==> config.mk <==
export PLATFORM = sky130hd
export DESIGN_NAME = dbg_watch_unit
export DESIGN_NICKNAME = d
export VERILOG_FILES = /design/src/rtl/dbgw_pkg.sv /design/src/rtl/masked_match.sv /design/src/rtl/wp_comparator.sv /design/src/rtl/rd_align_pipe.sv /design/src/rtl/halt_timer.sv /design/src/rtl/dbg_watch_unit.sv
export SDC_FILE = /design/constraint.sdc
export NUM_CORES = 1
export LEC_CHECK = 0
export CAP_MARGIN = 0
export CORE_AREA = 2 2 94 60
export DETAILED_ROUTE_END_ITERATION = 8
export DIE_AREA = 0 0 96 62
export PLACE_DENSITY = 0.95
export SYNTH_ARGS = -nofsm -noshare
export SYNTH_HDL_FRONTEND = slang
export SYNTH_SLANG_ARGS = --single-unit
==> constraint.sdc <==
create_clock -name clk -period 6.95 [get_ports clk]
set_input_delay 2.085 -clock clk [delete_from_list [all_inputs] [get_ports clk]]
set_output_delay 2.085 -clock clk [all_outputs]
set_load 0.02 [all_outputs]
==> src/rtl/dbgw_pkg.sv <==
// Package: shared encodings for the watchpoint unit.
// Assumes: kind select bit 0 enables reads, bit 1 enables writes.
package dbgw_pkg;
    localparam int KIND_RD_BIT = 0;
    localparam int KIND_WR_BIT = 1;

    // Which source armed the halt timer in a given cycle.
    typedef enum logic [1:0] {
        SRC_NONE    = 2'd0,
        SRC_IND     = 2'd1,
        SRC_PAIR_WR = 2'd2,
        SRC_PAIR_RD = 2'd3
    } arm_src_e;

    localparam logic [1:0] FLAG_WP0 = 2'b01;
endpackage

==> src/rtl/masked_match.sv <==
// Module: masked equality test.
// Assumes: a mask bit of 1 takes part in the compare.
module masked_match #(
    parameter int W = 16
) (
    input  logic [W-1:0] value,
    input  logic [W-1:0] mask,
    input  logic [W-1:0] probe,
    output logic         eq
);
    // Compare only the bits selected by the mask.
    always_comb eq = (((probe ^ value) & mask) == '0);
endmodule

==> src/rtl/wp_comparator.sv <==
// Module: one address comparator qualified by enable and access kind.
// Assumes: read and write strobes are single-cycle and not both set.
module wp_comparator
    import dbgw_pkg::*;
#(
    parameter int W = 16
) (
    input  logic         en,
    input  logic [1:0]   kind,
    input  logic [W-1:0] value,
    input  logic [W-1:0] mask,
    input  logic [W-1:0] addr,
    input  logic         rd,
    input  logic         wr,
    output logic         hit_rd,
    output logic         hit_wr
);
    logic addr_eq;

    masked_match #(.W(W)) u_match (
        .value (value),
        .mask  (mask),
        .probe (addr),
        .eq    (addr_eq)
    );

    // Qualify the address match with enable, kind and strobe.
    always_comb begin
        hit_rd = en & kind[KIND_RD_BIT] & rd & addr_eq;
        hit_wr = en & kind[KIND_WR_BIT] & wr & addr_eq;
    end
endmodule

==> src/rtl/rd_align_pipe.sv <==
// Module: carries a read address hit down DEPTH stages so it meets
// its read data, counting retire pulses seen on the way.
// Assumes: DEPTH >= 1; the counts are zero in empty stages.
module rd_align_pipe #(
    parameter int DEPTH = 3,
    parameter int EW    = $clog2(DEPTH + 1)
) (
    input  logic          clk,
    input  logic          rst_n,
    input  logic          push,
    input  logic          retire,
    output logic          out_valid,
    output logic [EW-1:0] out_elapsed
);
    logic [DEPTH-1:0] stg_v;
    logic [EW-1:0]    stg_e [DEPTH];

    // Stage 0 captures the new hit with nothing elapsed yet.
    always_ff @(posedge clk) begin
        if (!rst_n) begin
            stg_v[0] <= 1'b0;
            stg_e[0] <= '0;
        end else begin
            stg_v[0] <= push;
            stg_e[0] <= '0;
        end
    end

    generate
        for (genvar s = 1; s < DEPTH; s++) begin : g_stage
            // Shift one stage, adding this cycle's retire to a live entry.
            always_ff @(posedge clk) begin
                if (!rst_n) begin
                    stg_v[s] <= 1'b0;
                    stg_e[s] <= '0;
                end else begin
                    stg_v[s] <= stg_v[s-1];
                    stg_e[s] <= stg_v[s-1] ? stg_e[s-1] + EW'(retire) : '0;
                end
            end
        end
    endgenerate

    // Present the oldest stage.
    always_comb begin
        out_valid   = stg_v[DEPTH-1];
        out_elapsed = stg_e[DEPTH-1];
    end

    AST_PIPE_ELAPSED_BOUND: assert property (@(posedge clk) disable iff (!rst_n)
        out_valid |-> (out_elapsed <= EW'(DEPTH - 1)));
    AST_PIPE_EMPTY_ZERO: assert property (@(posedge clk) disable iff (!rst_n)
        !out_valid |-> (out_elapsed == '0));
endmodule

==> src/rtl/halt_timer.sv <==
// Module: counts retire pulses after an arm and then holds the halt.
// Assumes: arm_flags is non-zero whenever arm is set.
module halt_timer #(
    parameter int CW = 3,
    parameter int FW = 2
) (
    input  logic          clk,
    input  logic          rst_n,
    input  logic          arm,
    input  logic [CW-1:0] arm_count,
    input  logic [FW-1:0] arm_flags,
    input  logic          retire,
    input  logic          clr,
    output logic          halt,
    output logic [FW-1:0] flags,
    output logic          blocked
);
    logic          pend;
    logic [CW-1:0] cnt;
    logic [FW-1:0] pflags;

    // Arm, count down on retires, and latch the halt until cleared.
    always_ff @(posedge clk) begin
        if (!rst_n) begin
            pend   <= 1'b0;
            cnt    <= '0;
            pflags <= '0;
            halt   <= 1'b0;
            flags  <= '0;
        end else if (clr) begin
            pend   <= 1'b0;
            cnt    <= '0;
            pflags <= '0;
            halt   <= 1'b0;
            flags  <= '0;
        end else if (!pend && !halt && arm) begin
            if (arm_count == '0) begin
                halt  <= 1'b1;
                flags <= arm_flags;
            end else begin
                pend   <= 1'b1;
                cnt    <= arm_count;
                pflags <= arm_flags;
            end
        end else if (pend && retire) begin
            if (cnt == CW'(1)) begin
                pend  <= 1'b0;
                cnt   <= '0;
                halt  <= 1'b1;
                flags <= pflags;
            end else begin
                cnt <= cnt - CW'(1);
            end
        end
    end

    // New arms are refused while counting or halted.
    always_comb blocked = pend | halt;

    AST_HALT_HELD: assert property (@(posedge clk) disable iff (!rst_n)
        (halt && !clr) |=> (halt && $stable(flags)));
    AST_CLR_RELEASE: assert property (@(posedge clk) disable iff (!rst_n)
        clr |=> (!halt && flags == '0));
    AST_RISE_CAUSE: assert property (@(posedge clk) disable iff (!rst_n)
        $rose(halt) |-> ($past(retire) || $past(arm)));
    AST_NO_REARM: assert property (@(posedge clk) disable iff (!rst_n)
        (pend && !clr && !retire) |=> (pend && $stable(cnt) && $stable(pflags)));
    AST_FLAGS_WITH_HALT: assert property (@(posedge clk) disable iff (!rst_n)
        halt |-> (flags != '0));
    AST_PEND_NOT_HALT: assert property (@(posedge clk) disable iff (!rst_n)
        !(pend && halt));
endmodule

==> src/rtl/dbg_watch_unit.sv <==
// Module: debug watchpoint unit top. Two comparators act as two address
// watchpoints or as one address+data watchpoint; the chosen one arms a
// retire-counting timer that raises a held halt request.
// Assumes: RD_LAT >= 1; bus_rdata is valid RD_LAT cycles after bus_rd.
module dbg_watch_unit
    import dbgw_pkg::*;
#(
    parameter int BUS_W        = 16,
    parameter int RD_LAT       = 3,
    parameter int RD_ADDR_HALT = 3,
    parameter int RD_DATA_HALT = 6,
    parameter int WR_HALT      = 6
) (
    input  logic             clk,
    input  logic             rst_n,
    input  logic             cfg_pair_mode,
    input  logic             cmp0_en,
    input  logic [1:0]       cmp0_kind,
    input  logic [BUS_W-1:0] cmp0_value,
    input  logic [BUS_W-1:0] cmp0_mask,
    input  logic             cmp1_en,
    input  logic [1:0]       cmp1_kind,
    input  logic [BUS_W-1:0] cmp1_value,
    input  logic [BUS_W-1:0] cmp1_mask,
    input  logic [BUS_W-1:0] bus_addr,
    input  logic             bus_rd,
    input  logic             bus_wr,
    input  logic [BUS_W-1:0] bus_rdata,
    input  logic [BUS_W-1:0] bus_wdata,
    input  logic             retire,
    input  logic             halt_clr,
    output logic             halt_req,
    output logic [1:0]       hit_flags
);
    localparam int MAX_HALT = (RD_DATA_HALT > WR_HALT)
                            ? ((RD_DATA_HALT > RD_ADDR_HALT) ? RD_DATA_HALT : RD_ADDR_HALT)
                            : ((WR_HALT > RD_ADDR_HALT) ? WR_HALT : RD_ADDR_HALT);
    localparam int CW = $clog2(MAX_HALT + 1);
    localparam int EW = $clog2(RD_LAT + 1);
    localparam int NCMP = 2;

    logic             c_en   [NCMP];
    logic [1:0]       c_kind [NCMP];
    logic [BUS_W-1:0] c_val  [NCMP];
    logic [BUS_W-1:0] c_msk  [NCMP];
    logic [NCMP-1:0]  hit_rd;
    logic [NCMP-1:0]  hit_wr;

    // Gather the per-comparator settings into arrays.
    always_comb begin
        c_en[0]   = cmp0_en;
        c_kind[0] = cmp0_kind;
        c_val[0]  = cmp0_value;
        c_msk[0]  = cmp0_mask;
        c_en[1]   = cmp1_en;
        c_kind[1] = cmp1_kind;
        c_val[1]  = cmp1_value;
        c_msk[1]  = cmp1_mask;
    end

    generate
        for (genvar g = 0; g < NCMP; g++) begin : g_cmp
            wp_comparator #(.W(BUS_W)) u_cmp (
                .en     (c_en[g]),
                .kind   (c_kind[g]),
                .value  (c_val[g]),
                .mask   (c_msk[g]),
                .addr   (bus_addr),
                .rd     (bus_rd),
                .wr     (bus_wr),
                .hit_rd (hit_rd[g]),
                .hit_wr (hit_wr[g])
            );
        end
    endgenerate

    // Data matches against comparator 1 for the paired watchpoint.
    logic rdata_eq;
    logic wdata_eq;

    masked_match #(.W(BUS_W)) u_rdata_match (
        .value (cmp1_value),
        .mask  (cmp1_mask),
        .probe (bus_rdata),
        .eq    (rdata_eq)
    );

    masked_match #(.W(BUS_W)) u_wdata_match (
        .value (cmp1_value),
        .mask  (cmp1_mask),
        .probe (bus_wdata),
        .eq    (wdata_eq)
    );

    // Read-address hits in paired mode wait for their data.
    logic          pipe_push;
    logic          pipe_v;
    logic [EW-1:0] pipe_e;

    always_comb pipe_push = cfg_pair_mode & hit_rd[0];

    rd_align_pipe #(.DEPTH(RD_LAT), .EW(EW)) u_align (
        .clk         (clk),
        .rst_n       (rst_n),
        .push        (pipe_push),
        .retire      (retire),
        .out_valid   (pipe_v),
        .out_elapsed (pipe_e)
    );

    // Independent-mode watchpoint decode.
    logic       ind_hit0;
    logic       ind_hit1;
    logic       ind_any_wr;
    logic [1:0] ind_flags;

    always_comb begin
        ind_hit0   = !cfg_pair_mode & (hit_rd[0] | hit_wr[0]);
        ind_hit1   = !cfg_pair_mode & (hit_rd[1] | hit_wr[1]);
        ind_any_wr = !cfg_pair_mode & (hit_wr[0] | hit_wr[1]);
        ind_flags  = {ind_hit1, ind_hit0};
    end

    // Paired-mode resolution and the retires still owed after data arrives.
    logic          pair_wr_hit;
    logic          pair_rd_hit;
    logic [EW:0]   rd_seen;
    logic [CW-1:0] rd_left;

    always_comb begin
        pair_wr_hit = cfg_pair_mode & hit_wr[0] & wdata_eq;
        pair_rd_hit = cfg_pair_mode & pipe_v & rdata_eq;
        rd_seen     = {1'b0, pipe_e} + (EW+1)'(retire);
        if (int'(rd_seen) >= RD_DATA_HALT) rd_left = '0;
        else                               rd_left = CW'(RD_DATA_HALT - int'(rd_seen));
    end

    // Pick one arm source; the oldest access (a resolving read) goes first.
    arm_src_e      src;
    logic          arm;
    logic [CW-1:0] arm_count;
    logic [1:0]    arm_flags;

    always_comb begin
        if (pair_rd_hit)                 src = SRC_PAIR_RD;
        else if (pair_wr_hit)            src = SRC_PAIR_WR;
        else if (ind_hit0 | ind_hit1)    src = SRC_IND;
        else                             src = SRC_NONE;
        arm = (src != SRC_NONE);
        unique case (src)
            SRC_PAIR_RD: begin
                arm_count = rd_left;
                arm_flags = FLAG_WP0;
            end
            SRC_PAIR_WR: begin
                arm_count = CW'(WR_HALT);
                arm_flags = FLAG_WP0;
            end
            SRC_IND: begin
                arm_count = ind_any_wr ? CW'(WR_HALT) : CW'(RD_ADDR_HALT);
                arm_flags = ind_flags;
            end
            default: begin
                arm_count = '0;
                arm_flags = '0;
            end
        endcase
    end

    logic timer_blocked;

    halt_timer #(.CW(CW), .FW(2)) u_timer (
        .clk       (clk),
        .rst_n     (rst_n),
        .arm       (arm),
        .arm_count (arm_count),
        .arm_flags (arm_flags),
        .retire    (retire),
        .clr       (halt_clr),
        .halt      (halt_req),
        .flags     (hit_flags),
        .blocked   (timer_blocked)
    );

    AST_PAIR_SINGLE_WP: assert property (@(posedge clk) disable iff (!rst_n)
        (cfg_pair_mode && arm) |-> (arm_flags == FLAG_WP0));
    AST_BLOCKED_IGNORES: assert property (@(posedge clk) disable iff (!rst_n)
        (timer_blocked && halt_req && !halt_clr) |=> $stable(hit_flags));
    AST_PAIR_DATA_NEEDS_ADDR: assert property (@(posedge clk) disable iff (!rst_n)
        (cfg_pair_mode && !pipe_v && !hit_wr[0]) |-> !arm);
endmodule

## Yosys cells after proc, flatten, opt, wreduce, memory -nomap -nowiden

Memories as Yosys holds them, arrays and structs flattened.
Cells that the tools add are included.

- Memories kept: 1
- Register bits after elaboration: 12
- Memory bits (writable): 6
- Word-level logic and storage cells: 108

- Reduce and logical (&&, ||, !) cells: 20
- Add/sub/neg operators: 5
- Multiplexer cells: 30
- Equality and inequality tests: 6
- Bitwise gates (word level): 37
- Order comparisons: 1

Memories:

| name | depth | bits a word | rd ports | clocked after Yosys merged registers in | wr ports | RTL line | RTL |
|---|---|---|---|---|---|---|---|
| u_align.stg_e | 3 | 2 | 3 | 0 | 3 | rd_align_pipe.sv:16 | `logic [EW-1:0] stg_e [DEPTH];` |

Operators with widths:

| kind | number |
|---|---|
| $and A16 B16 Y16 | 4 |
| $logic_not A16 Y1 | 4 |
| $xor A16 B16 Y16 | 4 |
| $mux W2 | 11 |
| $and A1 B1 Y1 | 20 |
| $mux W3 | 6 |
| $mux W1 | 11 |
| $pmux W3 S3 | 1 |
| $or A1 B1 Y1 | 7 |
| $reduce_and A3 Y1 | 2 |
| $reduce_bool A2 Y1 | 3 |
| $add A2 B1 Y2 | 2 |
| $eq A2 B2 Y1 const B | 2 |
| $ne A2 B2 Y1 const B | 2 |
| $pmux W2 S2 | 1 |
| $reduce_and A2 Y1 | 2 |
| $reduce_or A2 Y1 | 2 |
| $add A2 B1 Y3 | 1 |
| $eq A3 B1 Y1 const B | 1 |
| $ge A3 B3 Y1 const B | 1 |
| $logic_and A1 B1 Y1 | 3 |
| $logic_not A1 Y1 | 3 |
| $logic_not A3 Y1 | 1 |
| $sub A3 B1 Y3 const B | 1 |
| 3 further kinds | 4 |

## Logic depth before layout (Yosys ltp)

- Word-level depth: 15
- Mapped depth: 15

## Hierarchy

Synthesis repeated with hierarchy kept, for this count alone.

- Cells, all modules: 217
- Area total of the unflattened synthesis: 1,888.1 sq um

Modules (own cells, without submodules):

| module | area an instance (sq um) | cells an instance | times used |
|---|---|---|---|
| masked_match | 216.5 | 27 | 4 |
| halt_timer | 569.3 | 59 | 1 |
| dbg_watch_unit | 244.0 | 33 | 1 |
| rd_align_pipe | 173.9 | 13 | 1 |
| wp_comparator | 17.5 | 2 | 2 |

## Least setup slack after synthesis

OpenSTA, ideal clock, no wires.

- Kind: input to register
- Start: in cmp1_value[2]
- End: reg u_timer.cnt[2]
- Cell stages on the path: 14
- Path buffers: 0
- Data arrival time: 4.665 ns
- Slack: 2.167 ns
- Cells stage by stage: xor2_1 > a22oi_2 > nand3_1 > nor4_2 > inv_1 > nand2_1 > nor2_1 > ha_1 > nor4_4 > nand2_1 > or4_4 > nand2_4 > o21ai_2 > a32o_1

- Word-level cells in the longest chain between the ends: 15

RTL lines:

| what | RTL line | RTL |
|---|---|---|
| from (decl) | dbg_watch_unit.sv:23 | `input logic [BUS_W-1:0] cmp1_value,` |
| $xor A16 B16 Y16 | masked_match.sv:12 | `always_comb eq = (((probe ^ value) & mask) == '0);` |
| $and A16 B16 Y16 | masked_match.sv:12 |  |
| $logic_not A16 Y1 | masked_match.sv:12 |  |
| $and A1 B1 Y1, on equally long branches | wp_comparator.sv:29, wp_comparator.sv:30 |  |
| $or A1 B1 Y1 | dbg_watch_unit.sv:119 | `ind_hit1 = !cfg_pair_mode & (hit_rd[1] \| hit_wr[1]);` |
| $and A1 B1 Y1 | dbg_watch_unit.sv:119 |  |
| $or A1 B1 Y1 | dbg_watch_unit.sv:147 | `else if (ind_hit0 \| ind_hit1) src = SRC_IND;` |
| $mux W1 | dbg_watch_unit.sv:147 |  |
| $mux W2 | dbg_watch_unit.sv:146 | `else if (pair_wr_hit) src = SRC_PAIR_WR;` |
| $mux W2 | dbg_watch_unit.sv:145 | `if (pair_rd_hit) src = SRC_PAIR_RD;` |
| $eq A2 B1 Y1 / $eq A2 B2 Y1 (equally long branches) | dbg_watch_unit.sv:150 | `unique case (src)` |
| $pmux W3 S3 | dbg_watch_unit.sv:150 |  |
| $logic_not A3 Y1 | halt_timer.sv:37 | `if (arm_count == '0) begin` |
| $ne A2 B2 Y1 (no source line) | -- |  |
| $reduce_and A2 Y1 (no source line) | -- |  |
| to (signal assigned) | halt_timer.sv:42 | `cnt <= arm_count;` |
| to (signal assigned) | halt_timer.sv:52 | `cnt <= cnt - CW'(1);` |
| to (decl) | halt_timer.sv:19 | `logic [CW-1:0] cnt;` |

Several ways; a longest one is shown, not always the timed one. The select of a mux whose other input is x is not followed.
A chain may end at the register's enable or synchronous reset.

## Worst setup path in the final report

- Start: in bus_addr[11]
- End: reg u_timer.pflags[0]

- Word-level cells in the longest chain between the ends: 15

RTL lines:

| what | RTL line | RTL |
|---|---|---|
| from (decl) | dbg_watch_unit.sv:25 | `input logic [BUS_W-1:0] bus_addr,` |
| $xor A16 B16 Y16 | masked_match.sv:12 |  |
| $and A16 B16 Y16 | masked_match.sv:12 |  |
| $logic_not A16 Y1 | masked_match.sv:12 |  |
| $and A1 B1 Y1, on equally long branches | wp_comparator.sv:29, wp_comparator.sv:30 |  |
| $or A1 B1 Y1, on equally long branches | dbg_watch_unit.sv:118, dbg_watch_unit.sv:119 |  |
| $and A1 B1 Y1, on equally long branches | dbg_watch_unit.sv:118, dbg_watch_unit.sv:119 |  |
| $or A1 B1 Y1 | dbg_watch_unit.sv:147 |  |
| $mux W1 | dbg_watch_unit.sv:147 |  |
| $mux W2 | dbg_watch_unit.sv:146 |  |
| $mux W2 | dbg_watch_unit.sv:145 |  |
| $eq A2 B1 Y1 / $eq A2 B2 Y1 (equally long branches) | dbg_watch_unit.sv:150 |  |
| $pmux W3 S3 | dbg_watch_unit.sv:150 |  |
| $logic_not A3 Y1 | halt_timer.sv:37 |  |
| $not A1 Y1 (no source line) | -- |  |
| $reduce_and A2 Y1 (no source line) | -- |  |
| to (signal assigned) | halt_timer.sv:43 | `pflags <= arm_flags;` |
| to (decl) | halt_timer.sv:20 | `logic [FW-1:0] pflags;` |

Several ways; a longest one is shown, not always the timed one.

==> summary.md <==
| Metric | Value |
|---|---|
| Crit path cell chain | clkdlybuf4s50_1, xor2_1, a22oi_1, nand4_1, nor3b_1, nand2_1, nand2_1, nor2_1, ha_1, nor4_4, nand2_1, nor4_1, nor2_1, a211o_1, a21oi_1 |
| Post-cts resize count | 0 |
| Slowest stage delay, CP | 0.59 ns |
| Final ANT Viol Nets | 0 |
| Overall routing resource usage | 0.2684 |
| Final core occ | 0.6360 |
| Crit path time final | 5.774 ns |
| RSZ-0062 raised after global routing | no |
| Initial core utilization | 0.3678 |
| GPL Wtd Cong | 0.9718 |
| Post-Syn Area | 1923 sq um |
| Max Freq | 0.1732 GHz |
| First-pass GRT wire length | 11900 um |
| RR Startpoint | u_align.out_valid$_SDFF_PN0_ |
| VDD IR-drop max | 0.07096 mV |
| H-tree levels | 1 |
| Nets | 504 |
| Hold endpoint | u_timer.pflags[1]$_SDFFE_PP0P_ |
| P per Cell Area | 93.33 nW/um^2 |
| Detailed placer's ending HPWL | 6751 um |
| FF-to-FF setup slack | 3.79 ns |
| Area leader, netlist | xor2_1 |
| Post-CTS Setup Inserts | 0 |
| Setup slack at placement | 1.067 ns |
| Post-synth EDFFs | 0 |
| Switching Fraction | 0.2987 |
| Share of layout cells above drive strength 1 | 0.04087 |
| DR iter-0 viols | 260 |
| Top_reg_cell synth | dfxtp_1 |
| Fin. Hold Viols | 0 |
| Largest buffer count on any clock path | 2 |
| CP delay by family, top | simple AND/OR/NAND/NOR gates |
| Vias in the first global route | 2443 |
| TritonCTS clock tree | yes |
| Diode count | 0 |
| Cts bufs inserted | 3 |
| # setup viols final | 0 |
| WHS Path Cells | 2 |
| Register share of total power | 0.277 |
| Worst skew pair latency | 0.25 ns |
| P_leak | 1.294 nW |
| Core area | 5229 sq um |
| Final setup margin | 1.176 ns |
| Vias/cell | 5.456 |
| DRC | 0 |
| Max_cap viols | 0 |
| Top area cells in the synthesized netlist | xor2_1 29%, dfxtp_1 16%, a22oi_1 9.0%, ha_1 6.5%, nand2_1 4.1% |
| Die Ht | 62 um |
| Via count | 2379 |
| Largest net degree at the start of global routing | 10 |
| Yosys reg bits | 15 |
| Top-area cell type share of the netlist area | 0.2915 |
| Number of library cell types mapped by synthesis | 44 |
| Avg Synthesized Cell Area | 8.149 sq um |
| Comb pwr share | 0.498 |
| Slew Limit Fails | 0 |
| Mapped Nets | 372 |
| Root Driver | clkbuf_8 |
| 1st-pass router iterations | 6 |
| WL/cell | 17.74 um |
| Async SR Flop Fraction | 0 |
| Chip Width | 96 um |
| Pint | 0.2177 mW |
| FF-to-FF path depth | 14 |
| Hold WC Path Type | reg2reg |
| Global route total overflow | 0 |
| Startpoint types | input port |
| Antenna violations before repair | 0 |
| Reg2reg end | u_timer.pflags[0]$_SDFFE_PP0P_ |
| Slew Limit Headroom | 0.5212 |
| Post-Route WL | 7733 um |
| Sequential cell area fraction in the yosys report | 0.1561 |
| Worst path slowest cell | nor3b_1 |
| Total Neg Setup Slack | 0 ns |
| Die area | 5952 sq um |
| Post-Synthesis Cells | 236 |
| Clock Sink Count | 15 |
| Critical Path End Type | register |
| IO Pins | 128 |
| Crit path DAT | 5.95 ns |
| Area grow syn2layout | 72.93% |
| CTS clk-pin slew, worst paths | 0.05 ns |
| Hold-fix buffers, CTS | 0 |
| WP buf/inv | 1 |
| CP Max Fanout | 7 |
| Critical Path RT | 7.13 ns |
| Ys Warns | 0 |
| Switching power | 0.09272 mW |
| Rows | 21 |
| Critical path class | in2reg |
| Most numerous cell on the critical path | nand2_1 |
| Hold_sp | u_timer.pflags[1]$_SDFFE_PP0P_ |
| Clock skew | 0.004260 ns |
| Worst-Margin Slew | 0.7116 ns |
| Clock power frac | 0.225 |
| Status | completed |
| Fin crit share | 0.8307 |
| IO Port Bufs | 127 |
[cell type report]
type                       count  area (sq um)
clock buffer                   4         45.04
fill                         463          1903
inverter                      10         37.54
multi-input combinational    211          1585
sequential                    15         300.3
tap                           69         86.33
timing repair buffer         127          1271
[power groups by stage]
stage	registers [mW]	clock network [mW]	logic, mW
after floorplan	0.0880	0	0.0492
after global placement	0.0880	0	0.147
after detailed placement	0.0880	0	0.151
after CTS	0.0861	0.0710	0.152
after global routing	0.0860	0.0761	0.164
final	0.0861	0.0697	0.155
[routing by layer]
| layer | global-route usage | share of wire | vias up |
|---|---|---|---|
| met5 | 0 | 0 | - |
| met4 | 0.05714 | 0.019 | 0 |
| met3 | 0.1025 | 0.13 | 19 |
| met2 | 0.4712 | 0.45 | 148 |
| met1 | 0.3185 | 0.40 | 1075 |
| li1 | - | - | 1137 |
[cells by family (layout without fill, tap and decap cells)]
| logic type | Yosys count | after routing | share of synthesized area |
|---|---|---|---|
| and+or+nand+nor | 74 | 74 | 0.2277 |
| xor gates and xnor gates | 64 | 64 | 0.2915 |
| AOI/OAI and AO/OA | 62 | 62 | 0.2297 |
| DFF | 15 | 15 | 0.1561 |
| adders and majority gates | 11 | 11 | 0.07547 |
| buffers and inverters | 10 | 141 | 0.01952 |
[flip-flops by register name, indices dropped and copies added (netlist names)]
register,flops
u_align.stg_e,3
u_timer.cnt,3
u_align.stg_v,2
u_timer.flags,2
u_timer.pflags,2
u_align.out_valid,1
u_timer.halt,1
u_timer.pend,1
[worst max path at each step]
stage                        from                             end  cells past startpoint
floorplan           cmp1_value[2]     u_timer.cnt[2]$_SDFFE_PP0P_                     14
global placement     bus_addr[11]     u_timer.cnt[2]$_SDFFE_PP0P_                     15
detailed placement   bus_addr[11]     u_timer.cnt[2]$_SDFFE_PP0P_                     15
CTS                  bus_addr[11]     u_timer.cnt[2]$_SDFFE_PP0P_                     15
global route         bus_addr[11]  u_timer.pflags[0]$_SDFFE_PP0P_                     15
finish               bus_addr[11]  u_timer.pflags[0]$_SDFFE_PP0P_                     15
[per-stage QoR]
stage / area (sq um) / hold WS, ns / instances / power, mW
2_1_floorplan: 1923 / 0.4277 / 236 / 0.1372
3_3_place_gp: 3281 / 0.4434 / 432 / 0.2346
3_5_place_dp: 3281 / 0.4511 / 432 / 0.2391
4_1_cts: 3326 / 0.4588 / 436 / 0.3094
5_1_grt: 3326 / 0.4855 / 436 / 0.3265
6_report: 3326 / 0.4608 / 436 / 0.3104
[worst register-to-register path, cell delays in order (launching register included)]
cell and delay (ns):
dfxtp_1 0.33, nand2_1 0.07, a21oi_1 0.12, nand4_1 0.13, nor4_2 0.32, inv_1 0.15, nand2_1 0.13, nor2_1 0.08
ha_1 0.32, nor4_4 0.38, nand2_1 0.12, nor4_1 0.33, nor2_1 0.16, a211o_1 0.30, a21oi_1 0.14
[placed cells by master, fill, tap and decap left out, types with 2 or more instances in the layout]
cell             synthesis  routed
dfxtp_1                 15      15
nor4_1                   3       3
and3_1                   4       4
and2_1                   4       4
o21ai_0                  6       6
a22oi_2                  2       2
nor2_1                   6       6
nand3_1                  9       9
clkdlybuf4s50_1          0     127
inv_1                   10      10
nand4_1                  6       6
a211o_1                  2       2
a21oi_1                 14      14
xor2_1                  64      64
nand2_1                 21      21
nor3_1                   3       3
nand2b_1                 4       4
a31oi_1                  3       3
nor2b_1                  2       2
ha_1                    10      10
clkbuf_8                 0       3
a22oi_1                 23      23
a222oi_1                 2       2
[synthesized netlist by cell type, types with 2 or more instances]
library cell  instances
a211o_1               2
a21oi_1              14
a222oi_1              2
a22oi_1              23
a22oi_2               2
a31oi_1               3
and2_1                4
and3_1                4
dfxtp_1              15
ha_1                 10
inv_1                10
nand2_1              21
nand2b_1              4
nand3_1               9
nand4_1               6
nor2_1                6
nor2b_1               2
nor3_1                3
nor4_1                3
o21ai_0               6
xor2_1               64
Power figures use the tool's default switching activity.
